`src/rtl/idle_retention_pkg.sv`:
```
package idle_retention_pkg;

    typedef enum logic [3:0] {
        PH_RUN,
        PH_SAVE,
        PH_CLK_OFF,
        PH_PLL_OFF,
        PH_SLEEP,
        PH_VDD_UP,
        PH_PLL_UP,
        PH_RESTORE,
        PH_FAULT
    } phase_e;

    // Number of Hamming check bits needed to cover dw data bits.
    function automatic int ecc_hbits(input int dw);
        int res;
        res = 0;
        for (int r = 30; r >= 1; r--) begin
            if ((1 << r) >= dw + r + 1) res = r;
        end
        return res;
    endfunction

    function automatic bit is_pow2(input int v);
        return (v != 0) && ((v & (v - 1)) == 0);
    endfunction

endpackage

```
`src/rtl/secded_enc.sv`:
```
module secded_enc #(
    parameter int DATA_W = 64
) (
    input  logic [DATA_W-1:0]                                         data,
    output logic [DATA_W+idle_retention_pkg::ecc_hbits(DATA_W):0]     cw
);
    import idle_retention_pkg::*;

    localparam int HB   = ecc_hbits(DATA_W);
    localparam int CW_W = DATA_W + HB + 1;

    logic [CW_W-1:0] c;
    logic [HB-1:0]   syn;

    always_comb begin
        int k;
        c   = '0;
        syn = '0;
        k   = 0;
        // scatter data over non power-of-two positions
        for (int pos = 1; pos < CW_W; pos++) begin
            if (!is_pow2(pos)) begin
                c[pos] = data[k];
                k++;
            end
        end
        for (int pos = 1; pos < CW_W; pos++) begin
            if (c[pos]) syn = syn ^ HB'(pos);
        end
        for (int j = 0; j < HB; j++) begin
            c[1 << j] = syn[j];
        end
        c[0] = ^c[CW_W-1:1];
    end

    assign cw = c;

endmodule

```
`src/rtl/secded_dec.sv`:
```
module secded_dec #(
    parameter int DATA_W = 64
) (
    input  logic [DATA_W+idle_retention_pkg::ecc_hbits(DATA_W):0] cw,
    output logic [DATA_W-1:0]                                     data,
    output logic                                                  sec,
    output logic                                                  ded
);
    import idle_retention_pkg::*;

    localparam int HB   = ecc_hbits(DATA_W);
    localparam int CW_W = DATA_W + HB + 1;

    logic [HB-1:0]   syn;
    logic            ovp;
    logic [CW_W-1:0] fixed;

    always_comb begin
        int k;
        syn = '0;
        for (int pos = 1; pos < CW_W; pos++) begin
            if (cw[pos]) syn = syn ^ HB'(pos);
        end
        ovp   = ^cw;
        sec   = ovp && (int'(syn) < CW_W);
        ded   = (!ovp && (syn != '0)) || (ovp && (int'(syn) >= CW_W));
        fixed = cw;
        for (int pos = 0; pos < CW_W; pos++) begin
            if (sec && (HB'(pos) == syn)) fixed[pos] = ~cw[pos];
        end
        data = '0;
        k    = 0;
        for (int pos = 1; pos < CW_W; pos++) begin
            if (!is_pow2(pos)) begin
                data[k] = fixed[pos];
                k++;
            end
        end
    end

endmodule

```
`src/rtl/idle_retention_ctrl.sv`:
```
module idle_retention_ctrl #(
    parameter int NWORDS     = 1024,
    parameter int DATA_W     = 64,
    parameter int SETTLE_CYC = 8,
    parameter int CNT_W      = 8
) (
    input  logic                                                      clk,
    input  logic                                                      rst_n,
    input  logic                                                      idle_req,
    input  logic                                                      wake,
    output logic                                                      st_rd,
    output logic                                                      st_wr,
    output logic [$clog2(NWORDS)-1:0]                                 st_addr,
    input  logic [DATA_W-1:0]                                         st_rdata,
    output logic [DATA_W-1:0]                                         st_wdata,
    output logic                                                      sram_en,
    output logic                                                      sram_we,
    output logic [$clog2(NWORDS)-1:0]                                 sram_addr,
    output logic [DATA_W+idle_retention_pkg::ecc_hbits(DATA_W):0]     sram_wdata,
    input  logic [DATA_W+idle_retention_pkg::ecc_hbits(DATA_W):0]     sram_rdata,
    output logic                                                      vcore_en,
    output logic                                                      pll_en,
    input  logic                                                      pll_lock,
    output logic                                                      clk_en,
    output logic                                                      resume_done,
    output logic                                                      ecc_fatal,
    output logic [CNT_W-1:0]                                          corr_cnt
);
    import idle_retention_pkg::*;

    localparam int AW   = $clog2(NWORDS);
    localparam int SW   = $clog2(SETTLE_CYC + 1);
    localparam logic [AW-1:0]    LAST_IDX   = AW'(NWORDS - 1);
    localparam logic [SW-1:0]    SETTLE_END = SW'(SETTLE_CYC - 1);
    localparam logic [CNT_W-1:0] CNT_MAX    = {CNT_W{1'b1}};

    typedef struct packed {
        phase_e            ph;
        logic [AW-1:0]     idx;
        logic              issued;
        logic              rd_pend;
        logic [AW-1:0]     wb_addr;
        logic              wk;
        logic [SW-1:0]     settle;
        logic              resume;
        logic              fatal;
        logic [CNT_W-1:0]  corr;
    } ctl_t;

    ctl_t ctl_d, ctl_q;

    logic [DATA_W-1:0] dec_data;
    logic              dec_sec;
    logic              dec_ded;

    secded_enc #(.DATA_W(DATA_W)) u_enc (
        .data (st_rdata),
        .cw   (sram_wdata)
    );

    secded_dec #(.DATA_W(DATA_W)) u_dec (
        .cw   (sram_rdata),
        .data (dec_data),
        .sec  (dec_sec),
        .ded  (dec_ded)
    );

    // rail enables follow the phase
    always_comb begin
        vcore_en = 1'b1;
        pll_en   = 1'b1;
        clk_en   = 1'b1;
        unique case (ctl_q.ph)
            PH_CLK_OFF, PH_PLL_UP, PH_FAULT: clk_en = 1'b0;
            PH_PLL_OFF, PH_VDD_UP: begin
                clk_en = 1'b0;
                pll_en = 1'b0;
            end
            PH_SLEEP: begin
                clk_en   = 1'b0;
                pll_en   = 1'b0;
                vcore_en = 1'b0;
            end
            default: ;
        endcase
    end

    always_comb begin
        ctl_d        = ctl_q;
        ctl_d.resume = 1'b0;
        st_rd        = 1'b0;
        st_wr        = 1'b0;
        st_addr      = '0;
        st_wdata     = '0;
        sram_en      = 1'b0;
        sram_we      = 1'b0;
        sram_addr    = '0;

        if (wake && (ctl_q.ph inside {PH_SAVE, PH_CLK_OFF, PH_PLL_OFF}))
            ctl_d.wk = 1'b1;

        unique case (ctl_q.ph)
            PH_RUN: begin
                if (idle_req) begin
                    ctl_d.ph  = PH_SAVE;
                    ctl_d.idx = '0;
                    ctl_d.wk  = 1'b0;
                end
            end
            PH_SAVE: begin
                st_rd     = 1'b1;
                st_addr   = ctl_q.idx;
                sram_en   = 1'b1;
                sram_we   = 1'b1;
                sram_addr = ctl_q.idx;
                ctl_d.idx = ctl_q.idx + AW'(1);
                if (ctl_q.idx == LAST_IDX) begin
                    if (ctl_d.wk) begin
                        ctl_d.ph      = PH_RESTORE;
                        ctl_d.idx     = '0;
                        ctl_d.issued  = 1'b0;
                        ctl_d.rd_pend = 1'b0;
                        ctl_d.wk      = 1'b0;
                    end else begin
                        ctl_d.ph = PH_CLK_OFF;
                    end
                end
            end
            PH_CLK_OFF: ctl_d.ph = PH_PLL_OFF;
            PH_PLL_OFF: ctl_d.ph = PH_SLEEP;
            PH_SLEEP: begin
                if (ctl_q.wk || wake) begin
                    ctl_d.ph     = PH_VDD_UP;
                    ctl_d.settle = '0;
                    ctl_d.wk     = 1'b0;
                end
            end
            PH_VDD_UP: begin
                if (ctl_q.settle == SETTLE_END) ctl_d.ph = PH_PLL_UP;
                else ctl_d.settle = ctl_q.settle + SW'(1);
            end
            PH_PLL_UP: begin
                if (pll_lock) begin
                    ctl_d.ph      = PH_RESTORE;
                    ctl_d.idx     = '0;
                    ctl_d.issued  = 1'b0;
                    ctl_d.rd_pend = 1'b0;
                end
            end
            PH_RESTORE: begin
                if (!ctl_q.issued) begin
                    sram_en   = 1'b1;
                    sram_addr = ctl_q.idx;
                    ctl_d.idx = ctl_q.idx + AW'(1);
                    if (ctl_q.idx == LAST_IDX) ctl_d.issued = 1'b1;
                end
                ctl_d.rd_pend = !ctl_q.issued;
                ctl_d.wb_addr = ctl_q.idx;
                if (ctl_q.rd_pend) begin
                    if (dec_ded) begin
                        ctl_d.fatal   = 1'b1;
                        ctl_d.ph      = PH_FAULT;
                        ctl_d.rd_pend = 1'b0;
                    end else begin
                        st_wr    = 1'b1;
                        st_addr  = ctl_q.wb_addr;
                        st_wdata = dec_data;
                        if (dec_sec && (ctl_q.corr != CNT_MAX))
                            ctl_d.corr = ctl_q.corr + CNT_W'(1);
                        if (ctl_q.wb_addr == LAST_IDX) begin
                            ctl_d.ph     = PH_RUN;
                            ctl_d.resume = 1'b1;
                        end
                    end
                end
            end
            default: ;
        endcase
    end

    always_ff @(posedge clk or negedge rst_n) begin
        if (!rst_n) begin
            ctl_q <= '{ph: PH_RUN, default: '0};
        end else begin
            ctl_q <= ctl_d;
        end
    end

    assign resume_done = ctl_q.resume;
    assign ecc_fatal   = ctl_q.fatal;
    assign corr_cnt    = ctl_q.corr;

endmodule

```
`config.mk`:
```
export PLATFORM = sky130hd
export DESIGN_NAME = idle_retention_ctrl
export DESIGN_NICKNAME = d
export VERILOG_FILES = /design/src/rtl/idle_retention_pkg.sv /design/src/rtl/secded_enc.sv /design/src/rtl/secded_dec.sv /design/src/rtl/idle_retention_ctrl.sv
export SDC_FILE = /design/constraint.sdc
export NUM_CORES = 1
export LEC_CHECK = 0
export BUFFER_PORTS_ARGS = -buffer_cell sky130_fd_sc_hd__clkbuf_2
export CELL_PAD_IN_SITES_DETAIL_PLACEMENT = 1
export CELL_PAD_IN_SITES_GLOBAL_PLACEMENT = 1
export CORE_AREA = 2 2 140 142
export CTS_CLUSTER_DIAMETER = 60
export DETAILED_ROUTE_END_ITERATION = 6
export DIE_AREA = 0 0 142 144
export GPL_ROUTABILITY_DRIVEN = 0
export GPL_TIMING_DRIVEN = 1
export PLACE_DENSITY_LB_ADDON = 0.3
export SLEW_MARGIN = 15
export SYNTH_ARGS = -nofsm -noshare
export SYNTH_HDL_FRONTEND = slang
export SYNTH_SLANG_ARGS = --single-unit
```
`constraint.sdc`:
```
create_clock -name clk -period 8.3 [get_ports clk]
set_clock_uncertainty 0.05 [all_clocks]
set_input_delay 0.83 -clock clk [delete_from_list [all_inputs] [get_ports clk]]
set_output_delay 0.83 -clock clk [all_outputs]
set_load 0.03 [all_outputs]
```
==> results.sh <==
export IMPL_outcome="finished, final reports clean"
export IMPL_worstRegToRegCells=8
export IMPL_dr_pass1_iters=4
export IMPL_synth_distinct_cells=51
export IMPL_postCtsHoldBufs=0
export IMPL_post_route_util_pct=44.08
export IMPL_vias_per_cell=4.852
export IMPL_cts_path_max_buffers=2
export IMPL_grt_setup_unrepaired="false"
export IMPL_ys_ff_latch=41
export IMPL_p_int_mw=1.035
export IMPL_cp_slowest_cell="or2_4"
export IMPL_via_count=6371
export IMPL_numPortBuffers=313
export IMPL_share_comb_of_total_power_pct=80.2
export IMPL_cts_tree="built"
export IMPL_grt_max_degree=44
export IMPL_grt_total_usage_pct=22.30
export IMPL_critPathArrivalTime_ps=5010
export IMPL_num_io_pins=314
export IMPL_finalHoldViolations=0
export IMPL_top_layer="met4"
export IMPL_route_antenna_remaining_nets=0
export IMPL_postSynthNetCount=997
export IMPL_dr_wl_met3_um=862
export IMPL_p_sw_share_pct=57.00
export IMPL_dieArea_mm2=0.02045
export IMPL_yosys_warnings=0
export IMPL_n_antenna_cell=0
export IMPL_worst_pin_slew_ps=1085
export IMPL_grt_pass1_vias=6582
export IMPL_die_w_um=142
export IMPL_post_route_min_period_ps=5894
export IMPL_path_buf_inv=3
export IMPL_path_cells="clkbuf_2, xnor2_1, xnor3_2, xnor2_2, xnor2_1, xor2_1, xnor2_1, nand2_1, and3_4, or2_4, buf_4, nor2_4, clkbuf_2"
export IMPL_p_clk_share_pct=9.5
export IMPL_crit_fanout=43
export IMPL_max_stage_delay_ps=800
export IMPL_overflow=0
export IMPL_antenna_found_initial=0
export IMPL_wl_met2_um=11630
export IMPL_synth_async_reset_ratio_pct=100.0
export IMPL_critPathRequiredTime_ps=7420
export IMPL_critPathLaunchType="primary input"
export IMPL_hp_start="ctl_q[18]"
export IMPL_area_growth_pct=17.99
export IMPL_fin_nets=1218
export IMPL_core_area_mm2=0.01908
export IMPL_tns_ps=0
export IMPL_maxSlewHeadroom_pct=27.64
export IMPL_syn_inst=853
export IMPL_drive_gt1_share_pct=37.49
export IMPL_fmax_ghz=0.1697
export IMPL_post_cts_buffers=0
export IMPL_synth_main_ff_cell="dfrtp_1"
export IMPL_power_mw=2.408
export IMPL_rrSetupSlack_ps=5160
export IMPL_finalMaxSlewViolations=0
export IMPL_powerDensity_mw_per_mm2=286.3
export IMPL_cp_top_family="XOR/XNOR gates"
export IMPL_first_iter_violations=209
export IMPL_syn_area_per_cell_um2=8.356
export IMPL_r2r_start="ctl_q[37]"
export IMPL_crit_top_cell="xnor2_1"
export IMPL_cts_resized_gates=0
export IMPL_wl_met1_um=10070
export IMPL_p_switching_mw=1.372
export IMPL_cp_end_kind="output port"
export IMPL_cts_sinks=41
export IMPL_grt_pass1_wl_um=35800
export IMPL_ir_worst_vdd_uv=186.4
export IMPL_rows=51
export IMPL_finalCritPeriodShare_pct=71.01
export IMPL_insertion_delay_ps=290
export IMPL_wirelength_um=23200
export IMPL_min_to="ctl_q[18]"
export IMPL_drc=0
export IMPL_cts_buffers=5
export IMPL_netlist_area_mm2=0.007128
export IMPL_die_h_um=144
export IMPL_leakage_nw=3.588
export IMPL_startpoint="sram_rdata[53]"
export IMPL_pwr_share_seq_pct=10.3
export IMPL_htree_num_levels=2
export IMPL_drv_cap=0
export IMPL_critPathKind="in2out"
export IMPL_start_util_pct=37.36
export IMPL_avgRoutedWirePerCell_um=17.67
export IMPL_hold_depth=2
export IMPL_holdCritPathClass="reg2reg"
export IMPL_cts_root_buf="clkbuf_16"
export IMPL_setup_violations=0
export IMPL_hpwl_um=20000
export IMPL_clkSlewWorstSetupHoldPaths_ps=70
export IMPL_seq_area_frac_synth_pct=14.39
export IMPL_synth_edff_count=0
export IMPL_r2r_end="corr_cnt[7]"
==> cell usage after synthesis, types with 2 or more instances <==
library cell  instances  area, um^2
o21ai_0              27       135.1
nand2b_1              9       56.30
and3_1                9       56.30
nor2_1               80       300.3
o211ai_1              2       15.01
a21o_1                2       15.01
xnor2_1             282        2470
a22o_1               14       122.6
and2_1               14       87.58
nor2_2               12       75.07
buf_2                 2       10.01
dfrtp_1              41        1026
inv_1                 7       26.28
buf_12                6       120.1
nor3_1               20       100.1
or2_2                 3       18.77
nand3_1               9       45.04
xnor2_2               8       130.1
a31oi_1               7       43.79
xor2_1               38       332.8
buf_4                74       555.5
mux2_2                3       33.78
nor2b_1               4       25.02
xnor3_1               5       112.6
nand4_1               6       37.54
nand2_1              66       247.7
clkbuf_1             16       60.06
ha_1                  3       37.54
nor2_4               48       540.5
a21oi_1              15       75.07
==> power by group through the flow <==
stage                     Combinational (mW)  Sequential, mW  Clock [mW]
after floorplan                         1.47           0.230           0
after global placement                  1.90           0.252           0
after detailed placement                1.93           0.252           0
after CTS                               1.94           0.248       0.232
after global routing                    2.09           0.254       0.240
final                                   1.93           0.249       0.229
==> layout by cell type (no fill, tap or decap), types with 15 or more instances in the layout <==
cell type  count
clkbuf_2     313
xnor2_1      282
nor2_1        80
nand2_1       66
nor2_4        48
dfrtp_1       41
xor2_1        38
o21ai_0       27
nor3_1        20
a21oi_1       15
==> sequential cells by signal (all words and copies together) (netlist names) <==
register,cells
corr_cnt,8
ctl_q,31
ecc_fatal,1
resume_done,1
==> area by class of cell <==
class	instances	area (um^2)
Fill cell	2425	10670
Multi-Input combinational cell	704	5311
Timing Repair Buffer	314	1574
Sequential cell	41	1026
Tap cell	238	297.8
Clock buffer	5	125.1
Clock inverter	3	46.29
Inverter	8	30.03
==> worst max-delay path by stage <==
stage	to	slack, ps	cells after the start
2_1_floorplan	st_wdata[40]	3840	12
3_3_place_gp	st_wdata[49]	2500	13
3_5_place_dp	st_wdata[10]	2370	13
4_1_cts	st_wdata[10]	2370	13
5_1_grt	st_wdata[10]	2190	13
6_report	st_wdata[10]	2410	13
==> metal layers <==
layer  up-vias  global-route usage [%]
met5         -                       0
met4         0                   6.737
met3        32                   2.682
met2       200                   40.10
met1      3031                   27.93
li1       3108                       -
==> stage by stage <==
step	instance area (um^2)	worst slack [ps]	hold slack [ps]	cells
floorplan	7128	3840	418.5	853
global placement	8239	2502	438.6	1305
detailed placement	8239	2375	448.8	1305
CTS	8411	2369	465.4	1313
global route	8411	2189	492.5	1313
finish	8411	2406	464.9	1313
==> logic make-up after synthesis <==
group,count (synthesis),share of synthesized area [%]
fa+ha+maj,3,0.5266
buf+inv,108,11.09
mux,3,0.4739
simple gates,286,23.06
compound gates,76,6.828
flops,41,14.39
xor+xnor,336,43.62
==> tightest hold or removal path: cells and delay by family, from the launching register on <==
| family | cells | cell delay [ps] |
|---|---|---|
| DFF | 1 | 370 |
| and+or+nand+nor | 2 | 120 |
No activity file was read; power rests on OpenSTA's default activity.
